--- src/rtl/i2c_cmd_seq_pkg.sv ---
package i2c_cmd_seq_pkg;
  typedef enum logic [2:0] {
    OP_START  = 3'd0,
    OP_RSTART = 3'd1,
    OP_WRITE  = 3'd2,
    OP_READ   = 3'd3,
    OP_STOP   = 3'd4
  } op_e;

  typedef enum logic [3:0] {
    S_IDLE, S_OWNED, S_START_W, S_ADDR_W, S_CNT,
    S_RD_ISSUE, S_RD_W, S_DATA_W, S_FLUSH, S_STOP_W
  } seq_state_e;
endpackage

--- src/rtl/cmdq_fifo.sv ---
module cmdq_fifo #(
  parameter int W     = 10,
  parameter int DEPTH = 16,
  localparam int AW   = $clog2(DEPTH)
) (
  input  logic          clk,
  input  logic          rst,
  input  logic          push,
  input  logic [W-1:0]  wdata,
  input  logic          pop,
  output logic [W-1:0]  rdata,
  output logic [AW:0]   level
);
  localparam logic [AW:0] FULL_L = (AW+1)'(DEPTH);

  logic [W-1:0]  mem [DEPTH];
  logic [AW-1:0] wr_ptr, rd_ptr;
  logic          do_push, do_pop;

  assign do_push = push && (level != FULL_L);
  assign do_pop  = pop && (level != '0);

  always_ff @(posedge clk) begin
    if (do_push) mem[wr_ptr] <= wdata;
  end

  assign rdata = mem[rd_ptr];

  always_ff @(posedge clk) begin
    if (rst) begin
      wr_ptr <= '0;
      rd_ptr <= '0;
      level  <= '0;
    end else begin
      if (do_push) wr_ptr <= wr_ptr + 1'b1;
      if (do_pop)  rd_ptr <= rd_ptr + 1'b1;
      case ({do_push, do_pop})
        2'b10:   level <= level + 1'b1;
        2'b01:   level <= level - 1'b1;
        default: level <= level;
      endcase
    end
  end
endmodule

--- src/rtl/cmd_seq_fsm.sv ---
module cmd_seq_fsm
  import i2c_cmd_seq_pkg::*;
#(
  parameter int BYTE_W = 8,
  localparam int WORD_W = BYTE_W + 2
) (
  input  logic              clk,
  input  logic              rst,
  input  logic [WORD_W-1:0] head,
  input  logic              tx_empty,
  output logic              tx_pop,
  input  logic              rx_full,
  output logic              rx_push,
  output logic              eng_req,
  output logic [2:0]        eng_op,
  output logic [BYTE_W-1:0] eng_wdata,
  output logic              eng_mnack,
  input  logic              eng_done,
  input  logic              eng_nack,
  output logic              bus_busy,
  output logic              tx_err
);
  localparam int START_BIT = BYTE_W;
  localparam int STOP_BIT  = BYTE_W + 1;
  localparam logic [BYTE_W-1:0] ONE = BYTE_W'(1);

  seq_state_e        state;
  logic [BYTE_W-1:0] addr_q, cnt_q;
  logic              stop_pend;
  logic              has;

  assign has = !tx_empty;

  always_comb begin
    tx_pop = 1'b0;
    case (state)
      S_IDLE, S_OWNED, S_CNT: tx_pop = has;
      S_FLUSH:                tx_pop = has && !head[START_BIT];
      default:                tx_pop = 1'b0;
    endcase
  end

  assign rx_push = (state == S_RD_W) && eng_done;

  always_ff @(posedge clk) begin
    if (rst) begin
      state     <= S_IDLE;
      eng_req   <= 1'b0;
      eng_op    <= OP_STOP;
      eng_wdata <= '0;
      eng_mnack <= 1'b0;
      bus_busy  <= 1'b0;
      tx_err    <= 1'b0;
      addr_q    <= '0;
      cnt_q     <= '0;
      stop_pend <= 1'b0;
    end else begin
      eng_req <= 1'b0;
      tx_err  <= 1'b0;
      case (state)
        S_IDLE: if (has && head[START_BIT]) begin
          eng_req   <= 1'b1;
          eng_op    <= OP_START;
          addr_q    <= head[BYTE_W-1:0];
          stop_pend <= head[STOP_BIT];
          state     <= S_START_W;
        end
        S_OWNED: if (has) begin
          eng_req   <= 1'b1;
          stop_pend <= head[STOP_BIT];
          if (head[START_BIT]) begin
            eng_op <= OP_RSTART;
            addr_q <= head[BYTE_W-1:0];
            state  <= S_START_W;
          end else begin
            eng_op    <= OP_WRITE;
            eng_wdata <= head[BYTE_W-1:0];
            state     <= S_DATA_W;
          end
        end
        S_START_W: if (eng_done) begin
          bus_busy  <= 1'b1;
          eng_req   <= 1'b1;
          eng_op    <= OP_WRITE;
          eng_wdata <= addr_q;
          state     <= S_ADDR_W;
        end
        S_ADDR_W: if (eng_done) begin
          if (eng_nack) begin
            tx_err <= 1'b1;
            state  <= S_FLUSH;
          end else if (addr_q[0]) begin
            state <= S_CNT;
          end else if (stop_pend) begin
            eng_req <= 1'b1;
            eng_op  <= OP_STOP;
            state   <= S_STOP_W;
          end else begin
            state <= S_OWNED;
          end
        end
        S_CNT: if (has) begin
          cnt_q     <= head[BYTE_W-1:0];
          stop_pend <= head[STOP_BIT];
          if (head[BYTE_W-1:0] != '0) begin
            state <= S_RD_ISSUE;
          end else if (head[STOP_BIT]) begin
            eng_req <= 1'b1;
            eng_op  <= OP_STOP;
            state   <= S_STOP_W;
          end else begin
            state <= S_OWNED;
          end
        end
        S_RD_ISSUE: if (!rx_full) begin
          eng_req   <= 1'b1;
          eng_op    <= OP_READ;
          eng_mnack <= (cnt_q == ONE);
          state     <= S_RD_W;
        end
        S_RD_W: if (eng_done) begin
          cnt_q <= cnt_q - ONE;
          if (cnt_q != ONE) begin
            state <= S_RD_ISSUE;
          end else if (stop_pend) begin
            eng_req <= 1'b1;
            eng_op  <= OP_STOP;
            state   <= S_STOP_W;
          end else begin
            state <= S_OWNED;
          end
        end
        S_DATA_W: if (eng_done) begin
          if (eng_nack) begin
            tx_err <= 1'b1;
            state  <= S_FLUSH;
          end else if (stop_pend) begin
            eng_req <= 1'b1;
            eng_op  <= OP_STOP;
            state   <= S_STOP_W;
          end else begin
            state <= S_OWNED;
          end
        end
        S_FLUSH: if (!has || head[START_BIT]) begin
          eng_req <= 1'b1;
          eng_op  <= OP_STOP;
          state   <= S_STOP_W;
        end
        S_STOP_W: if (eng_done) begin
          bus_busy <= 1'b0;
          state    <= S_IDLE;
        end
        default: state <= S_IDLE;
      endcase
    end
  end
endmodule

--- src/rtl/i2c_cmd_seq.sv ---
module i2c_cmd_seq #(
  parameter int DEPTH  = 16,
  parameter int BYTE_W = 8,
  localparam int WORD_W = BYTE_W + 2,
  localparam int AW     = $clog2(DEPTH)
) (
  input  logic              clk,
  input  logic              rst,
  input  logic              tx_push,
  input  logic [WORD_W-1:0] tx_word,
  input  logic              rx_pop,
  output logic [BYTE_W-1:0] rx_data,
  output logic              eng_req,
  output logic [2:0]        eng_op,
  output logic [BYTE_W-1:0] eng_wdata,
  output logic              eng_mnack,
  input  logic              eng_done,
  input  logic              eng_nack,
  input  logic [BYTE_W-1:0] eng_rdata,
  output logic              tx_empty,
  output logic              tx_full,
  output logic              tx_half,
  output logic              rx_empty,
  output logic              rx_full,
  output logic              bus_busy,
  output logic              tx_err
);
  localparam logic [AW:0] FULL_L = (AW+1)'(DEPTH);
  localparam logic [AW:0] HALF_L = (AW+1)'(DEPTH / 2);

  logic [WORD_W-1:0] tx_head;
  logic [AW:0]       tx_lvl, rx_lvl;
  logic              tx_pop, rx_push;

  cmdq_fifo #(.W(WORD_W), .DEPTH(DEPTH)) u_txq (
    .clk(clk), .rst(rst), .push(tx_push), .wdata(tx_word),
    .pop(tx_pop), .rdata(tx_head), .level(tx_lvl)
  );

  cmdq_fifo #(.W(BYTE_W), .DEPTH(DEPTH)) u_rxq (
    .clk(clk), .rst(rst), .push(rx_push), .wdata(eng_rdata),
    .pop(rx_pop), .rdata(rx_data), .level(rx_lvl)
  );

  assign tx_empty = (tx_lvl == '0);
  assign tx_full  = (tx_lvl == FULL_L);
  assign tx_half  = (tx_lvl <= HALF_L);
  assign rx_empty = (rx_lvl == '0);
  assign rx_full  = (rx_lvl == FULL_L);

  cmd_seq_fsm #(.BYTE_W(BYTE_W)) u_fsm (
    .clk(clk), .rst(rst), .head(tx_head), .tx_empty(tx_empty),
    .tx_pop(tx_pop), .rx_full(rx_full), .rx_push(rx_push),
    .eng_req(eng_req), .eng_op(eng_op), .eng_wdata(eng_wdata),
    .eng_mnack(eng_mnack), .eng_done(eng_done), .eng_nack(eng_nack),
    .bus_busy(bus_busy), .tx_err(tx_err)
  );
endmodule

--- config.mk ---
export PLATFORM = sky130hd
export DESIGN_NAME = i2c_cmd_seq
export DESIGN_NICKNAME = d
export VERILOG_FILES = /design/src/rtl/i2c_cmd_seq_pkg.sv /design/src/rtl/cmdq_fifo.sv /design/src/rtl/cmd_seq_fsm.sv /design/src/rtl/i2c_cmd_seq.sv
export SDC_FILE = /design/constraint.sdc
export NUM_CORES = 1
export LEC_CHECK = 0
export CORE_ASPECT_RATIO = 1.1
export CORE_MARGIN = 2
export CORE_UTILIZATION = 25
export DETAILED_ROUTE_END_ITERATION = 7
export PLACE_DENSITY_LB_ADDON = 0.15
export SLEW_MARGIN = 20
export SYNTH_ARGS = -nofsm -noshare
export SYNTH_HDL_FRONTEND = slang
export SYNTH_SLANG_ARGS = --single-unit
--- constraint.sdc ---
create_clock -name clk -period 3.6 [get_ports clk]
set_clock_uncertainty 0.15 [all_clocks]
set_input_delay 0.9 -clock clk [delete_from_list [all_inputs] [get_ports clk]]
set_output_delay 0.9 -clock clk [all_outputs]
set_load 0.1 [all_outputs]
==> metrics.txt, run 1 <==
# TYPE chip_impl_metric gauge
chip_impl_info{name="run_status",value="completed"} 1
chip_impl_metric{name="internal_power_of_the_cells",unit="uW"} 8020
chip_impl_metric{name="yosysWarnings",unit=""} 0
chip_impl_metric{name="power_density_over_cell_area",unit="nW/um^2"} 632
chip_impl_metric{name="mappedNetlistNets",unit=""} 1023
chip_impl_metric{name="num-nets-final",unit=""} 1130
chip_impl_metric{name="synth_largest_type_area_fraction",unit="%"} 57.2
chip_impl_info{name="setup_repair_after_global_routing_missed_its_margin",value="yes"} 1
chip_impl_metric{name="die_y",unit="um"} 262
chip_impl_metric{name="worst_path_largest_cell_delay",unit="ns"} 0.52
chip_impl_metric{name="utilization",unit="%"} 30.6
chip_impl_metric{name="crit_buf_inv",unit=""} 3
chip_impl_metric{name="drv.max_cap_violation_count",unit=""} 0
chip_impl_metric{name="share_of_total_power_in_sequential_cells",unit="%"} 41.8
chip_impl_metric{name="numCtsBuffers",unit=""} 42
chip_impl_metric{name="worstPathArrival",unit="ns"} 2.47
chip_impl_metric{name="combPwrFrac",unit="%"} 24.0
chip_impl_info{name="crit_path_top_delay_cell",value="sky130_fd_sc_hd__mux4_2"} 1
chip_impl_info{name="final_common_cell",value="sky130_fd_sc_hd__edfxtp_1"} 1
chip_impl_metric{name="hold_violations",unit=""} 0
chip_impl_metric{name="avgRoutedWirePerCell",unit="um"} 19.4
chip_impl_metric{name="std_cell_rows",unit=""} 94
chip_impl_metric{name="cts.path.max_buffers",unit=""} 3
chip_impl_metric{name="maxSlewHeadroom",unit="%"} 32.9
chip_impl_metric{name="first_global_vias",unit=""} 8779
chip_impl_metric{name="worstPathRequired",unit="ns"} 2.55
chip_impl_metric{name="finalMaxSlewViolations",unit=""} 0
chip_impl_metric{name="synth_seq_cells",unit=""} 358
chip_impl_metric{name="synth_edf_count",unit=""} 288
chip_impl_metric{name="dr.first_iter.drc_count",unit=""} 505
chip_impl_metric{name="area_growth_syn_to_layout",unit="%"} 21.0
chip_impl_metric{name="post-place-cells",unit=""} 1804
chip_impl_info{name="layout_common_cells",value="sky130_fd_sc_hd__edfxtp_1, sky130_fd_sc_hd__nor2_1, sky130_fd_sc_hd__buf_4"} 1
chip_impl_metric{name="start_util",unit="%"} 25.3
chip_impl_metric{name="achievable-frequency",unit="MHz"} 284
chip_impl_metric{name="synth.avg_cell_area",unit="sq um"} 15.5
chip_impl_metric{name="die_x",unit="um"} 239
chip_impl_info{name="worstPathCellList",value="buf_12 > buf_16 > mux4_2 > mux4_2 > buf_12"} 1
chip_impl_metric{name="totalWireLength",unit="um"} 36500
chip_impl_info{name="synth_top_cell_by_area",value="sky130_fd_sc_hd__edfxtp_1"} 1
chip_impl_info{name="synth_area_leaders",value="sky130_fd_sc_hd__edfxtp_1, sky130_fd_sc_hd__mux4_2, sky130_fd_sc_hd__dfxtp_1, sky130_fd_sc_hd__nor2_1, sky130_fd_sc_hd__mux2i_1"} 1
chip_impl_metric{name="avgViaCountPerCell",unit=""} 4.48
chip_impl_metric{name="synth_cell_types",unit=""} 68
chip_impl_info{name="critPathCaptureType",value="output pin"} 1
chip_impl_metric{name="dpl.hpwl",unit="um"} 24300
chip_impl_metric{name="gp_routability_congestion",unit=""} 0.776
chip_impl_metric{name="net_switching_power",unit="uW"} 3550
chip_impl_info{name="critical-path-top-delay-family",value="multiplexers"} 1
chip_impl_metric{name="portBuffers",unit=""} 51
chip_impl_metric{name="globalRouteOverflowTotal",unit=""} 0
chip_impl_metric{name="drc",unit=""} 0
chip_impl_metric{name="clk_pin_slew_worst_paths",unit="ns"} 0.06
chip_impl_info{name="hold_class",value="flop to flop"} 1
chip_impl_metric{name="final_antenna_net_count",unit=""} 0
chip_impl_metric{name="cts_max_level",unit=""} 2
chip_impl_info{name="tritoncts_clock_tree",value="done"} 1
chip_impl_metric{name="antennaDiodeCount",unit=""} 0
chip_impl_metric{name="layout_min_cycle_time",unit="ns"} 3.52
chip_impl_metric{name="peakVddDrop",unit="V"} 0.000326
chip_impl_info{name="critical_path_launch_point_type",value="flop"} 1
chip_impl_metric{name="gr-usage-all-layers",unit="%"} 11.8
chip_impl_metric{name="power.clock.fraction",unit="%"} 34.3
chip_impl_metric{name="synth-async-reset-ratio",unit="%"} 0
chip_impl_metric{name="postSynthCellCount",unit=""} 979
chip_impl_metric{name="placeableCoreArea",unit="sq um"} 59900
chip_impl_metric{name="worst_slew_pin_slew",unit="ns"} 1.01
chip_impl_metric{name="largest_net_degree_at_the_start_of_global_routing",unit=""} 52
chip_impl_info{name="synth_top_flop_cell",value="sky130_fd_sc_hd__edfxtp_1"} 1
chip_impl_metric{name="synth-seq-area-share",unit="%"} 66.4
chip_impl_metric{name="design.die.area",unit="sq um"} 62500
chip_impl_metric{name="stdcell_count",unit=""} 1885
chip_impl_metric{name="drive_above_1_share",unit="%"} 23.4
chip_impl_metric{name="power.static_leakage",unit="uW"} 0.00599
chip_impl_metric{name="cts_num_sinks",unit=""} 358
chip_impl_metric{name="post_synth_instance_area",unit="sq um"} 15100
chip_impl_info{name="clockRootBuffer",value="sky130_fd_sc_hd__clkbuf_16"} 1
chip_impl_info{name="worst-setup-path-type",value="flop to output pin"} 1
chip_impl_metric{name="drt_first_pass_iters",unit=""} 4
chip_impl_metric{name="clk-insertion-delay-late",unit="ns"} 0.57
chip_impl_metric{name="power_switching_share",unit="%"} 30.7
chip_impl_metric{name="fin_crit_sh",unit="%"} 97.7
chip_impl_metric{name="ios",unit=""} 52
chip_impl_metric{name="routed-via-count",unit=""} 8449
chip_impl_metric{name="grt_antenna_before_repair",unit=""} 2
chip_impl_metric{name="setup_violations",unit=""} 0
chip_impl_metric{name="cp_max_fo",unit=""} 8
chip_impl_metric{name="first_pass_grt_wire_length",unit="um"} 55600
-- power by group through the flow --
stage / Clock, uW / Combinational (uW) / Sequential [uW]
floorplan: 0 / 1790 / 5120
global placement: 0 / 2790 / 4920
detailed placement: 0 / 2780 / 4920
CTS: 4110 / 2800 / 4840
global route: 4270 / 3020 / 4860
finish: 3960 / 2770 / 4830
-- path summary, 6_finish.rpt --
kind,start,to,slack (ns),depth (start not counted)
max,flop,rx_data[7],0.08,5
max reg2reg,flop,u_txq.level[4],0.17,13
min,u_fsm.addr_q[3],u_fsm.addr_q[3],0.33,2
min reg2reg,u_fsm.addr_q[3],u_fsm.addr_q[3],0.33,2
-- metal layers --
| layer | routed length [um] | vias up | share of wire [%] | track usage [%] |
|---|---|---|---|---|
| met2 | 17700 | 139 | 49 | 19.8 |
| li1 | - | 3987 | - | - |
| met3 | 1490 | 57 | 4.1 | 2.39 |
| met5 | 23 | - | 0.063 | 0 |
| met4 | 874 | 4 | 2.4 | 3.77 |
| met1 | 16400 | 4262 | 45 | 15.4 |
-- timing repair --
| action | 4_1_cts | 5_1_grt |
|---|---|---|
| setup buffers | 2 | 2 |
| resized for setup | 4 | 4 |
| pin swaps | 0 | 1 |
| setup endpoints to repair | 7 | 3 |
| hold buffers | 0 | 0 |
| gates cloned | 3 | 0 |
-- per-stage QoR --
step / hold WS (ns) / setup WS (ns) / power [uW] / setup TNS (ns) / instance area (sq um)
2_1_floorplan: 0.304 / 0.104 / 6900 / 0 / 15100
5_1_grt: 0.363 / -0.0219 / 12200 / -0.0236 / 18300
3_5_place_dp: 0.324 / 0.0935 / 7700 / 0 / 16900
3_3_place_gp: 0.316 / 0.124 / 7700 / 0 / 16900
6_report: 0.333 / 0.0844 / 11600 / 0 / 18300
4_1_cts: 0.337 / 0.0236 / 11700 / 0 / 18300
-- kinds of logic (layout without fill, tap and decap cells) --
logic type / Yosys count / in the layout / share of synthesized area, %
simple gates: 273 / 273 / 8.55
xor+xnor: 19 / 19 / 1.10
mux: 130 / 130 / 15.7
fa+ha+maj: 20 / 20 / 1.70
buf+inv: 76 / 214 / 2.22
compound gates: 103 / 103 / 4.36
flops: 358 / 358 / 66.4
-- Yosys cell counts (all sizes together) (3+ instances only) --
library cell and instances:
edfxtp 288, nor2 123, mux4 83, dfxtp 70
nand2 45, a21oi 40, mux2i 35, clkbuf 33
nor3 25, buf 24, o21ai 24, ha 19
inv 19, nand2b 15, mux2 12, xor2 12
nand3 10, nor2b 10, nor4 9, nand4 8
or3 7, xnor2 7, o32ai 5, or2 5
a211oi 4, nor3b 4, a2bb2oi 3, and2 3
nand3b 3, o2bb2ai 3, or4b 3
-- worst reg2reg max path: stages, from the launching register on --
cell and delay (ns):
sky130_fd_sc_hd__dfxtp_4 0.39, sky130_fd_sc_hd__mux4_2 0.51, sky130_fd_sc_hd__o22ai_2 0.19, sky130_fd_sc_hd__a21oi_2 0.07
sky130_fd_sc_hd__o21ba_2 0.24, sky130_fd_sc_hd__nor3_2 0.21, sky130_fd_sc_hd__ha_2 0.25, sky130_fd_sc_hd__buf_4 0.14
sky130_fd_sc_hd__xor2_1 0.15, sky130_fd_sc_hd__ha_2 0.21, sky130_fd_sc_hd__a21oi_1 0.07, sky130_fd_sc_hd__a311oi_1 0.24
sky130_fd_sc_hd__mux2_1 0.18, sky130_fd_sc_hd__mux2_1 0.31
-- final cells by class --
class                      instances  area (sq um)
fill                            5889         41600
sequential                       358         10100
multi-input combinational        545          4780
timing repair buffer             120          1170
clock buffer                      56          1110
tap                              768           961
clock inverter                    19           161
inverter                          19          71.3
-- state kept, by name, indices dropped and copies added, names as in the netlist, 3 cells and up, named ones only --
name,cells
u_rxq.wr_ptr,4
u_fsm.cnt_q,8
u_rxq.mem,128
u_fsm.state,4
u_txq.mem,160
u_txq.wr_ptr,4
u_fsm.addr_q,8
u_rxq.level,5
u_fsm.eng_wdata,8
u_txq.level,5
u_fsm.eng_op,3
u_rxq.rd_ptr,4
u_txq.rd_ptr,4
Note: power is estimated with default switching activity, not from simulation.
==> run 2: changes to the inputs <==
Settings changed: CORE_MARGIN 2 to unset.
==> metrics.txt, run 2 (synthesis gave the netlist of run 1 again) <==
# TYPE chip_impl_metric gauge
chip_impl_info{name="run_status",value="completed"} 1
chip_impl_metric{name="setup_violations",unit=""} 0
chip_impl_metric{name="drv.max_cap_violation_count",unit=""} 0
chip_impl_metric{name="whs",unit="ns"} 0.327
chip_impl_metric{name="worstPathArrival",unit="ns"} 2.47
chip_impl_metric{name="post-place-cells",unit=""} 1808
chip_impl_metric{name="globalRouteOverflowTotal",unit=""} 0
chip_impl_metric{name="peakVddDrop",unit="V"} 0.000273
chip_impl_info{name="hold_sp",value="u_fsm.state[3]"} 1
chip_impl_metric{name="clk-insertion-delay-late",unit="ns"} 0.57
chip_impl_metric{name="dr.first_iter.drc_count",unit=""} 479
chip_impl_metric{name="setup_total_negative_slack",unit="ns"} 0
chip_impl_info{name="hold_class",value="flop to flop"} 1
chip_impl_metric{name="largest_register_ff_count",unit=""} 160
chip_impl_metric{name="avgRoutedWirePerCell",unit="um"} 19.4
chip_impl_metric{name="ctsHoldBuffers",unit=""} 0
chip_impl_metric{name="design.die.area",unit="sq um"} 61500
chip_impl_metric{name="start_util",unit="%"} 25.3
chip_impl_metric{name="largest_net_degree_at_the_start_of_global_routing",unit=""} 47
chip_impl_info{name="critical_path_launch_point_type",value="flop"} 1
chip_impl_metric{name="drc",unit=""} 0
chip_impl_info{name="setup_repair_after_global_routing_missed_its_margin",value="no"} 1
chip_impl_metric{name="cts.path.max_buffers",unit=""} 3
chip_impl_info{name="worst-setup-path-type",value="flop to output pin"} 1
chip_impl_metric{name="drt_first_pass_iters",unit=""} 4
chip_impl_metric{name="globalRouteMet1Util",unit="%"} 15.8
chip_impl_metric{name="met3_usage",unit="%"} 2.58
chip_impl_metric{name="layout_min_cycle_time",unit="ns"} 3.52
chip_impl_info{name="critPathCaptureType",value="output pin"} 1
chip_impl_info{name="clockRootBuffer",value="sky130_fd_sc_hd__clkbuf_16"} 1
chip_impl_metric{name="r2r_setup_slack",unit="ns"} 0.18
chip_impl_metric{name="area_growth_syn_to_layout",unit="%"} 21.0
chip_impl_metric{name="ff2ff_path_depth",unit=""} 11
chip_impl_metric{name="gp_routability_congestion",unit=""} 0.780
chip_impl_metric{name="grt.met2_usage",unit="%"} 20.0
chip_impl_metric{name="grt_antenna_before_repair",unit=""} 3
chip_impl_metric{name="num-nets-final",unit=""} 1128
chip_impl_metric{name="ios",unit=""} 52
chip_impl_metric{name="avgViaCountPerCell",unit=""} 4.52
chip_impl_metric{name="first_global_vias",unit=""} 8839
chip_impl_metric{name="portBuffers",unit=""} 51
chip_impl_metric{name="dpl.hpwl",unit="um"} 24800
chip_impl_info{name="worstHoldEndpoint",value="u_fsm.tx_err"} 1
chip_impl_info{name="biggestRegsByFlops",value="u_txq.mem (160), u_rxq.mem (128)"} 1
chip_impl_info{name="crit-reg2reg-capture",value="u_txq.level[4]"} 1
chip_impl_info{name="tritoncts_clock_tree",value="done"} 1
chip_impl_metric{name="fin_crit_sh",unit="%"} 97.6
chip_impl_metric{name="first_pass_grt_wire_length",unit="um"} 56100
chip_impl_metric{name="stdcell_count",unit=""} 1882
chip_impl_metric{name="die_x",unit="um"} 237
chip_impl_metric{name="routed-via-count",unit=""} 8510
chip_impl_metric{name="maxSlewHeadroom",unit="%"} 47.7
chip_impl_metric{name="whs_path_depth",unit=""} 1
chip_impl_metric{name="drive_above_1_share",unit="%"} 23.5
chip_impl_metric{name="std_cell_rows",unit=""} 94
chip_impl_metric{name="achievable-frequency",unit="MHz"} 284
chip_impl_metric{name="clk_pin_slew_worst_paths",unit="ns"} 0.06
chip_impl_info{name="busiest_layer",value="met2"} 1
chip_impl_metric{name="power.static_leakage",unit="uW"} 0.00599
chip_impl_metric{name="worst_slew_pin_slew",unit="ns"} 0.785
chip_impl_metric{name="cts_num_sinks",unit=""} 358
chip_impl_metric{name="worstPathRequired",unit="ns"} 2.55
chip_impl_info{name="layout_common_cells",value="sky130_fd_sc_hd__edfxtp_1, sky130_fd_sc_hd__nor2_1, sky130_fd_sc_hd__buf_4"} 1
chip_impl_info{name="final_common_cell",value="sky130_fd_sc_hd__edfxtp_1"} 1
chip_impl_info{name="largest_register",value="u_txq.mem"} 1
chip_impl_metric{name="power_density_over_cell_area",unit="nW/um^2"} 637
chip_impl_metric{name="hold_violations",unit=""} 0
chip_impl_metric{name="numCtsBuffers",unit=""} 40
chip_impl_metric{name="final_antenna_net_count",unit=""} 0
chip_impl_metric{name="gr-usage-all-layers",unit="%"} 12.1
chip_impl_metric{name="die_y",unit="um"} 260
chip_impl_metric{name="placeableCoreArea",unit="sq um"} 59900
chip_impl_metric{name="cts_max_level",unit=""} 2
chip_impl_metric{name="finalMaxSlewViolations",unit=""} 0
chip_impl_metric{name="cp_max_fo",unit=""} 8
chip_impl_metric{name="totalWireLength",unit="um"} 36500
==> run 2: cell types whose count changed in the layout (fill, tap and decap cells not counted), sizes merged <==
cell      change
clkinvlp      +2
inv           -2
clkbuf        -9
bufinv        +3
clkinv        +2
diode         +1
==> run 2: worst max-delay path by stage <==
stage                               from             end  slack [ns]  cells past startpoint
after floorplan           u_rxq.level[2]  u_rxq.level[4]        0.10                     13
after global placement           tx_push  u_txq.level[4]        0.07                      9
after detailed placement            flop  u_txq.level[4]        0.02                     11
after CTS                           flop      rx_data[4]        0.03                      4
after global routing                flop      rx_data[4]       0.005                      4
final                               flop      rx_data[6]        0.08                      4
==> run 2: cell type report <==
class | instances | area, sq um
fill | 5825 | 41600
inverter | 19 | 71.3
clock inverter | 24 | 278
timing repair buffer | 120 | 1130
tap | 768 | 961
antenna | 1 | 2.50
clock buffer | 47 | 1030
sequential | 358 | 10100
multi-input combinational | 545 | 4780
==> run 2: stage by stage <==
stage	setup WS, ns	cell area, sq um	power [uW]	util (%)
after detailed placement	0.0220	16900	7700	28.3
after global routing	0.00486	18300	12200	30.6
after CTS	0.0337	18300	11900	30.5
final	0.0849	18300	11700	30.6
after floorplan	0.104	15100	6900	-
after global placement	0.0691	16900	7700	28.3
==> run 2: what timing repair did <==
action / 4_1_cts / 5_1_grt
buffers inserted: 1 / 0
cloned: 1 / 0
resized for setup: 4 / 3
pin swaps: 0 / 1
endpoints found under the setup margin: 9 / 1
==> run 2: worst max-delay path, stage by stage, from the launching register on <==
cell and delay (ns):
sky130_fd_sc_hd__dfxtp_4 0.42, sky130_fd_sc_hd__buf_6 0.20, sky130_fd_sc_hd__mux4_2 0.56, sky130_fd_sc_hd__mux4_2 0.53, sky130_fd_sc_hd__buf_12 0.19
==> run 2: metal layers <==
layer	wire, um	share of wire [%]	up-vias
li1	-	-	3993
met1	16600	46	4338
met2	17600	48	116
met3	1470	4.0	59
met4	769	2.1	4
met5	26	0.071	-
==> run 2: power breakdown <==
group	internal (uW)	total [uW]	switching (uW)	leakage, uW
sequential	4670	4840	169	0.00317
combinational	1080	2760	1680	0.00219
clock	2360	4070	1710	0.000633
total	8100	11700	3570	0.00599
==> run 3: changes to the inputs <==
Settings changed: CORE_UTILIZATION 25 to 55.
==> metrics.txt, run 3 (synthesis gave the netlist of run 1 again) <==
# TYPE chip_impl_metric gauge
chip_impl_metric{name="drc",unit=""} 0
chip_impl_info{name="critical_path_launch_point_type",value="flop"} 1
chip_impl_metric{name="avgViaCountPerCell",unit=""} 5.81
chip_impl_info{name="layout_common_cells",value="sky130_fd_sc_hd__edfxtp_1, sky130_fd_sc_hd__nor2_1, sky130_fd_sc_hd__mux4_2"} 1
chip_impl_metric{name="antennaDiodeCount",unit=""} 0
chip_impl_metric{name="hold_violations",unit=""} 0
chip_impl_metric{name="cts_max_level",unit=""} 2
chip_impl_metric{name="largest_register_ff_count",unit=""} 160
chip_impl_metric{name="globalRouteOverflowTotal",unit=""} 0
chip_impl_metric{name="layout_min_cycle_time",unit="ns"} 3.48
chip_impl_metric{name="post-cts-setup-buffers",unit=""} 0
chip_impl_metric{name="dr.first_iter.drc_count",unit=""} 590
chip_impl_metric{name="ff2ff_path_depth",unit=""} 13
chip_impl_metric{name="total_power",unit="uW"} 11000
chip_impl_metric{name="setup_total_negative_slack",unit="ns"} 0
chip_impl_metric{name="clk_pin_slew_worst_paths",unit="ns"} 0.06
chip_impl_metric{name="clk-insertion-delay-late",unit="ns"} 0.52
chip_impl_metric{name="placeableCoreArea",unit="sq um"} 27000
chip_impl_metric{name="worst_slew_pin_slew",unit="ns"} 0.730
chip_impl_metric{name="final_critical_path_setup_slack",unit="ns"} 0.117
chip_impl_metric{name="totalWireLength",unit="um"} 29700
chip_impl_metric{name="die_x",unit="um"} 160
chip_impl_metric{name="gp_routability_congestion",unit=""} 0.856
chip_impl_metric{name="drive_above_1_share",unit="%"} 22.3
chip_impl_info{name="run_status",value="completed"} 1
chip_impl_metric{name="maxSlewHeadroom",unit="%"} 51.3
chip_impl_metric{name="cts_num_sinks",unit=""} 358
chip_impl_metric{name="utilization",unit="%"} 64.9
chip_impl_metric{name="worstPathRequired",unit="ns"} 2.55
chip_impl_metric{name="power_density_over_cell_area",unit="nW/um^2"} 631
chip_impl_metric{name="final_antenna_net_count",unit=""} 0
chip_impl_metric{name="routed-via-count",unit=""} 8454
chip_impl_metric{name="place_worst_setup_slack",unit="ns"} 0.133
chip_impl_metric{name="num-nets-final",unit=""} 1116
chip_impl_metric{name="drt_first_pass_iters",unit=""} 5
chip_impl_info{name="worstPathCellList",value="buf_12 > mux4_2 > mux4_2 > buf_12"} 1
chip_impl_metric{name="setup_violations",unit=""} 0
chip_impl_metric{name="drv.max_cap_violation_count",unit=""} 0
chip_impl_metric{name="ios",unit=""} 52
chip_impl_metric{name="area_growth_syn_to_layout",unit="%"} 15.7
chip_impl_metric{name="cts.path.max_buffers",unit=""} 3
chip_impl_metric{name="design.die.area",unit="sq um"} 28200
chip_impl_metric{name="worst_path_largest_cell_delay",unit="ns"} 0.56
chip_impl_metric{name="std_cell_rows",unit=""} 63
chip_impl_metric{name="finalMaxSlewViolations",unit=""} 0
chip_impl_metric{name="first_pass_grt_wire_length",unit="um"} 46900
chip_impl_metric{name="power.static_leakage",unit="uW"} 0.00584
chip_impl_info{name="clockRootBuffer",value="sky130_fd_sc_hd__clkbuf_16"} 1
chip_impl_metric{name="dpl.hpwl",unit="um"} 20200
chip_impl_metric{name="achievable-frequency",unit="MHz"} 287
chip_impl_metric{name="die_y",unit="um"} 176
chip_impl_metric{name="first_global_vias",unit=""} 8478
chip_impl_metric{name="cp_max_fo",unit=""} 32
chip_impl_metric{name="avgRoutedWirePerCell",unit="um"} 20.4
chip_impl_metric{name="start_util",unit="%"} 56.1
chip_impl_metric{name="portBuffers",unit=""} 51
chip_impl_info{name="hold_class",value="flop to flop"} 1
chip_impl_info{name="crit_path_top_delay_cell",value="sky130_fd_sc_hd__mux4_2"} 1
chip_impl_info{name="tritoncts_clock_tree",value="done"} 1
chip_impl_info{name="largest_register",value="u_txq.mem"} 1
chip_impl_metric{name="grt_antenna_before_repair",unit=""} 0
chip_impl_info{name="worst-setup-path-type",value="flop to output pin"} 1
chip_impl_metric{name="ctsHoldBuffers",unit=""} 0
chip_impl_info{name="final_common_cell",value="sky130_fd_sc_hd__edfxtp_1"} 1
chip_impl_metric{name="gr-usage-all-layers",unit="%"} 21.8
chip_impl_metric{name="largest_net_degree_at_the_start_of_global_routing",unit=""} 42
chip_impl_metric{name="numCtsBuffers",unit=""} 36
chip_impl_info{name="setup_repair_after_global_routing_missed_its_margin",value="no"} 1
chip_impl_metric{name="worstPathArrival",unit="ns"} 2.43
chip_impl_info{name="biggestRegsByFlops",value="u_txq.mem (160), u_rxq.mem (128)"} 1
chip_impl_info{name="critPathCaptureType",value="output pin"} 1
chip_impl_metric{name="cts_repair_resize_count",unit=""} 0
chip_impl_metric{name="whs_path_depth",unit=""} 2
chip_impl_metric{name="fin_crit_sh",unit="%"} 96.8
chip_impl_metric{name="peakVddDrop",unit="V"} 0.000446
[run 3: changes by cell type in the layout (fill, tap and decap cells not counted), moves of 2 or more]
cell,delta
sky130_fd_sc_hd__clkbuf_1,+3
sky130_fd_sc_hd__clkbuf_16,-4
sky130_fd_sc_hd__inv_6,+2
sky130_fd_sc_hd__bufinv_16,-2
sky130_fd_sc_hd__clkinv_2,-4
sky130_fd_sc_hd__ha_2,+2
sky130_fd_sc_hd__buf_4,-6
sky130_fd_sc_hd__nor3_2,-2
sky130_fd_sc_hd__nor3_1,+3
[run 3: per-stage QoR]
| step | cells | hold WS [ns] | area [sq um] |
|---|---|---|---|
| 2_1_floorplan | 979 | 0.304 | 15100 |
| 3_3_place_gp | 1391 | 0.308 | 16400 |
| 3_5_place_dp | 1391 | 0.320 | 16400 |
| 4_1_cts | 1456 | 0.329 | 17500 |
| 5_1_grt | 1456 | 0.354 | 17500 |
| 6_report | 1456 | 0.324 | 17500 |
[run 3: metal layers]
layer | vias up | GRT usage (%) | part of all wire (%)
met1 | 4226 | 27.2 | 40
met4 | 0 | 7.78 | 2.7
met3 | 53 | 3.12 | 4.2
met2 | 214 | 39.1 | 53
li1 | 3961 | - | -
met5 | - | 0 | 0
[run 3: layout make-up]
| class | count | area (sq um) |
|---|---|---|
| timing repair buffer | 112 | 1030 |
| clock buffer | 47 | 952 |
| tap | 357 | 447 |
| fill | 1959 | 9460 |
| multi-input combinational | 545 | 4760 |
| clock inverter | 18 | 180 |
| sequential | 358 | 10100 |
| inverter | 19 | 71.3 |
[run 3: power breakdown]
part	total, uW	switching [uW]	leakage (uW)	internal [uW]
Combinational	2680	1630	0.00213	1060
Sequential	4810	139	0.00317	4670
Clock	3550	1510	0.000543	2040
Total	11000	3280	0.00584	7760
[run 3: critical path: cells and delay by family, from the launching register on]
family,cells,cell delay (ns)
buf+inv,2,0.44
flops,1,0.34
mux,2,1.10
[run 3: worst paths after layout]
check / startpoint / to / slack [ns]
min: u_fsm.eng_op[1] / u_fsm.eng_op[1] / 0.32
min reg2reg: u_fsm.eng_op[1] / u_fsm.eng_op[1] / 0.32
max reg2reg: flop / u_txq.level[4] / 0.17
max: flop / rx_data[1] / 0.12
